File: config.mk
export PLATFORM = sky130hd
export DESIGN_NAME = acc_flag_unit
export DESIGN_NICKNAME = d
export VERILOG_FILES = /design/src/rtl/acc_flag_pkg.sv /design/src/rtl/acc_flag_ctrl.sv /design/src/rtl/acc_flag_dp.sv /design/src/rtl/acc_flag_unit.sv
export SDC_FILE = /design/constraint.sdc
export NUM_CORES = 1
export LEC_CHECK = 0
export ABC_AREA = 1
export CORE_MARGIN = 2
export CORE_UTILIZATION = 39
export CTS_CLUSTER_DIAMETER = 120
export DETAILED_ROUTE_END_ITERATION = 6
export HOLD_SLACK_MARGIN = 0.12
export PLACE_DENSITY = 0.89
export SYNTH_ARGS = -nofsm -noshare
export SYNTH_HDL_FRONTEND = slang
export SYNTH_HIERARCHICAL = 1
export SYNTH_SLANG_ARGS = --single-unit
File: constraint.sdc
create_clock -name clk -period 7.6 [get_ports clk]
set_input_delay 2.28 -clock clk [delete_from_list [all_inputs] [get_ports clk]]
set_output_delay 2.28 -clock clk [all_outputs]
set_load 0.005 [all_outputs]
File: src/rtl/acc_flag_pkg.sv
package acc_flag_pkg;

  localparam int STATUS_W = 8;
  localparam int BIT_ZERO = 7;
  localparam int BIT_SIGN = 6;
  localparam int BIT_RSVD = 5;
  localparam int BIT_GP1  = 4;
  localparam int BIT_GP0  = 3;
  localparam int BIT_OVF  = 2;
  localparam int BIT_CRY  = 1;
  localparam int BIT_EQU  = 0;

  typedef enum logic [2:0] {
    OP_ADD  = 3'd0,
    OP_ADDC = 3'd1,
    OP_SUB  = 3'd2,
    OP_SUBB = 3'd3,
    OP_CMP  = 3'd4
  } opKind_e;

  // Strobes sent from the decoder to the flag datapath
  typedef struct packed {
    logic arithEn;   // update carry and overflow
    logic subSel;    // subtract instead of add
    logic useCarry;  // fold the stored carry in as carry-in or borrow-in
    logic cmpEn;     // update the equal flag
    logic swWr;      // software write of the writable bits
  } flagStrobe_t;

endpackage

File: src/rtl/acc_flag_ctrl.sv
module acc_flag_ctrl
  import acc_flag_pkg::*;
(
  input  logic        opValid,
  input  logic [2:0]  opKind,
  input  logic        swWrEn,
  output flagStrobe_t strobe
);

  always_comb begin
    strobe      = '0;
    strobe.swWr = swWrEn;
    if (opValid) begin
      case (opKind)
        OP_ADD:  strobe.arithEn = 1'b1;
        OP_ADDC: begin
          strobe.arithEn  = 1'b1;
          strobe.useCarry = 1'b1;
        end
        OP_SUB: begin
          strobe.arithEn = 1'b1;
          strobe.subSel  = 1'b1;
        end
        OP_SUBB: begin
          strobe.arithEn  = 1'b1;
          strobe.subSel   = 1'b1;
          strobe.useCarry = 1'b1;
        end
        OP_CMP:  strobe.cmpEn = 1'b1;
        default: ;
      endcase
    end
  end

endmodule

File: src/rtl/acc_flag_dp.sv
module acc_flag_dp
  import acc_flag_pkg::*;
#(
  parameter int DATA_W = 16
) (
  input  logic                clk,
  input  logic                rstN,
  input  flagStrobe_t         strobe,
  input  logic [DATA_W-1:0]   accValue,
  input  logic [DATA_W-1:0]   opA,
  input  logic [DATA_W-1:0]   opB,
  input  logic [STATUS_W-1:0] swWrData,
  output logic [DATA_W-1:0]   opResult,
  output logic [STATUS_W-1:0] status
);

  localparam int LOW_W = DATA_W - 1;

  logic             carryQ, ovfQ, equQ;
  logic [1:0]       gpQ;
  logic [DATA_W-1:0] bEff;
  logic             cinEff;
  logic [LOW_W-1:0] lowSum;
  logic             carryLow;   // carry out of the next-to-top bit
  logic             topSum;
  logic             carryTop;   // carry out of the top bit
  logic             carryNext;
  logic             ovfNext;

  // subtraction as A + ~B + (1 - borrowIn)
  always_comb begin
    bEff   = strobe.subSel ? ~opB : opB;
    cinEff = strobe.useCarry & carryQ;
    if (strobe.subSel) cinEff = ~cinEff;
  end

  always_comb begin
    {carryLow, lowSum} = {1'b0, opA[LOW_W-1:0]} + {1'b0, bEff[LOW_W-1:0]}
                       + {{LOW_W{1'b0}}, cinEff};
    {carryTop, topSum} = {1'b0, opA[DATA_W-1]} + {1'b0, bEff[DATA_W-1]}
                       + {1'b0, carryLow};
    carryNext = strobe.subSel ? ~carryTop : carryTop;
    ovfNext   = carryLow ^ carryTop;
  end

  assign opResult = {topSum, lowSum};

  always_ff @(posedge clk) begin
    if (!rstN) begin
      carryQ <= 1'b0;
      ovfQ   <= 1'b0;
      equQ   <= 1'b0;
      gpQ    <= 2'b00;
    end else begin
      if (strobe.swWr) begin
        gpQ    <= swWrData[BIT_GP1:BIT_GP0];
        carryQ <= swWrData[BIT_CRY];
        equQ   <= swWrData[BIT_EQU];
      end
      // hardware updates come last so they take precedence
      if (strobe.arithEn) begin
        carryQ <= carryNext;
        ovfQ   <= ovfNext;
      end
      if (strobe.cmpEn) equQ <= (opA == opB);
    end
  end

  always_comb begin
    status           = '0;
    status[BIT_ZERO] = ~|accValue;
    status[BIT_SIGN] = accValue[DATA_W-1];
    status[BIT_GP1]  = gpQ[1];
    status[BIT_GP0]  = gpQ[0];
    status[BIT_OVF]  = ovfQ;
    status[BIT_CRY]  = carryQ;
    status[BIT_EQU]  = equQ;
  end

endmodule

File: src/rtl/acc_flag_unit.sv
module acc_flag_unit
  import acc_flag_pkg::*;
#(
  parameter int DATA_W = 16
) (
  input  logic              clk,
  input  logic              rstN,
  input  logic [DATA_W-1:0] accValue,
  input  logic              opValid,
  input  logic [2:0]        opKind,
  input  logic [DATA_W-1:0] opA,
  input  logic [DATA_W-1:0] opB,
  input  logic              swWrEn,
  input  logic [7:0]        swWrData,
  output logic [DATA_W-1:0] opResult,
  output logic [7:0]        status
);

  flagStrobe_t strobe;

  acc_flag_ctrl u_ctrl (
    .opValid (opValid),
    .opKind  (opKind),
    .swWrEn  (swWrEn),
    .strobe  (strobe)
  );

  acc_flag_dp #(.DATA_W(DATA_W)) u_dp (
    .clk      (clk),
    .rstN     (rstN),
    .strobe   (strobe),
    .accValue (accValue),
    .opA      (opA),
    .opB      (opB),
    .swWrData (swWrData),
    .opResult (opResult),
    .status   (status)
  );

endmodule

==> results.tsv <==
stage	metric	value	unit
synth	syn_area	1530	µm²
sta	hold_viol_final	0	
clock_tree	root_buffer	clkbuf_8	
finish	layout.cells.non_filler	383	
power_and_ir_drop	cellLeakagePower	1.24	nW
clock_tree	hold_buffers	0	
clock_tree	htreeDepth	1	
grt	grt-ovfl-total	0	
routing	first_pass_iters	4	
synth	synth_edf_count	0	
routing	drc	0	
routing	met2RoutedLength	2020	µm
routing	vias	1780	
floorplan	start_util	0.413	
synth	synth_top_area_share	0.131	
critical_path	worstPathRequired	5.32	ns
synth	synthArstFlopShare	0	
finish	final_nets	416	
synth	yosysWarnings	6	
grt	grt_pass1_vias	1595	
floorplan	rows	22	
routing	drt.antenna.violating_nets	0	
routing	top_layer	met4	
sta	drv_slew	0	
hold_path	worstHoldStart	u_dp/gpQ[1]	
synth	yosys-top-cells-area	xor2_1 13%, nand2_1 12%, ha_1 11%	
placed_design	dp.cells	379	
grt	grt_pass1_wl	6400	µm
critical_path	r2r-start	u_dp/carryQ	
clock_tree	postCtsSetupBuffers	0	
placed_design	io_buffers	81	
power_and_ir_drop	irDropWorstVdd	66.5	µV
finish	layout-drive-gt1-share	0.140	
placed_design	hpwl	3650	µm
critical_path	worstSetupPathType	input port to primary output	
sta	fin_crit_sh	0.978	
clock_tree	cts_sinks	5	
finish	final_area	2570	µm²
sta	fmaxAchievable	0.135	GHz
grt	grt_max_degree	11	
clock_tree	insertion_delay	0.22	ns
routing	wl_per_cell	10.9	µm
power_and_ir_drop	power.total	0.310	mW
critical_path	start_kind	input port	
placed_design	gp_congestion	0.872	
grt	grt.total_usage	0.182	
placed_design	placed_area	2480	µm²
flow_run	drv_cap	0	
outcome	status	completed	
clock_tree	path_clk_slew	0.04	ns
finish	final-seq-area	100	µm²
clock_tree	tritoncts	yes	
critical_path	startpoint	opValid	
critical_path	arrival	5.15	ns
sta	rsz0062_at_grt	no	
floorplan	die_w	66.7	µm
finish	final_common_cell	clkdlybuf4s50_1	
routing	via_per_inst	4.65	
sta	finalSetupViolations	0	
synth	avgSynthCellArea	6.37	µm²
power_and_ir_drop	p_per_area	121	nW/µm²
synth	ys_ff_latch	5	
finish	multi_input_area	1280	µm²
routing	met3_wirelength	367	µm
sta	clock-skew-final	0.000103	ns
critical_path	crit_path_end_kind	primary output	
grt	antenna_found_initial	0	
clock_tree	cts_buffer_depth	2	
sta	finalSetupTns	0	ns
floorplan	die_area	4450	µm²
synth	ys_seq_area_frac	0.0653	
synth	synth_area_leader_cell	xor2_1	
finish	diodes	0	
synth	netlist_instances	241	
critical_path	worstPathMaxFanout	4	
routing	m1WireLength	1740	µm
hold_path	hold_path_class	register to register	
routing	drt-initial-drc-count	42	
clock_tree	cts_made_buffers	3	
finish	syn2layout_area_growth	67.5	%
synth	post_synth_num_cell_types	29	
floorplan	die_y	66.7	µm
sta	period_needed	7.43	ns
finish	fillers	322	
synth	synth_top_flop_cell	dfxtp_1	
finish	mostFrequentLayoutCells	80 x clkdlybuf4s50_1, 49 x nand2_1, 30 x inv_1, 23 x nor2_1, 22 x xor2_1	
routing	routed_wl	4180	µm
floorplan	ios	87	
synth	syn_nets	321	
floorplan	core_area	3720	µm²
-- area by class of cell --
cell class              count  share of cell area
flip-flops and latches      5              0.0389
well taps                  48              0.0234
inverters                  34              0.0497
clock buffers               4              0.0175
repair buffers             98               0.370
multi-input cells         194               0.500
-- state kept, by name, summed over array words and instances (netlist names) --
| register | count |
|---|---|
| u_dp/gpQ | 2 |
| u_dp/carryQ | 1 |
| u_dp/ovfQ | 1 |
| u_dp/equQ | 1 |
-- cell usage after synthesis, types with 4 or more instances --
cell type / number
a21oi_1: 15
inv_1: 31
dfxtp_1: 5
xnor2_1: 18
nor4_1: 4
nand2_1: 49
nand3_1: 9
ha_1: 14
nand2_2: 13
buf_4: 7
xor2_1: 23
nor2_1: 24
-- through the flow --
step / hold slack (ns) / util / worst slack [ns]
after global routing: 0.525 / 0.692 / 0.00859
after CTS: 0.507 / 0.679 / 0.0146
after floorplan: 0.487 / - / 0.837
after global placement: 0.482 / 0.667 / 0.0405
final: 0.512 / 0.692 / 0.170
after detailed placement: 0.499 / 0.667 / 0.0159
-- where the power goes --
part	switching [mW]	total, mW	internal [mW]	leakage (nW)
registers	0.00111	0.0295	0.0284	0.0415
clock network	0.0122	0.0481	0.0359	0.0228
logic	0.101	0.233	0.132	1.17
-- final timing paths --
kind         slack (ns)            to  depth (start not counted)
max                0.17  opResult[14]                         15
min                0.51   u_dp/gpQ[1]                          2
max reg2reg        5.13   u_dp/carryQ                         15
min reg2reg        0.51   u_dp/gpQ[1]                          2
-- logic make-up (layout without fill, tap and decap cells) --
family | Yosys count | in the layout | synth area share
and+or+nand+nor | 105 | 105 | 0.308
buffers and inverters | 42 | 136 | 0.121
other | 1 | 1 | 0.00244
DFF | 5 | 5 | 0.0653
AOI/OAI and AO/OA | 30 | 30 | 0.117
xor gates and xnor gates | 41 | 41 | 0.234
adders and majority gates | 17 | 17 | 0.153
-- worst max-delay path, cell delays in order --
cell and delay [ns]:
clkdlybuf4s50_1 0.49, nand2_2 0.09, nor2_1 0.09, nand2_1 0.07, xor2_1 0.15, fa_1 0.41, fa_2 0.39, o21ai_4 0.22
nand2_2 0.07, nand2_2 0.11, nand3_1 0.10, nand2_1 0.08, nand2_1 0.05, nand2_1 0.05, clkdlybuf4s50_1 0.49
-- layer usage --
| metal | vias to the layer above | track usage |
|---|---|---|
| met5 | - | 0 |
| met3 | 4 | 0.0338 |
| met4 | 0 | 0.0383 |
| li1 | 939 | - |
| met1 | 771 | 0.215 |
| met2 | 66 | 0.336 |
-- repair_timing --
item	4_1_cts	5_1_grt
gates resized for setup	0	11
hold endpoints to repair	0	0
endpoints found under the setup margin	0	5
Power figures use the tool's default switching activity.
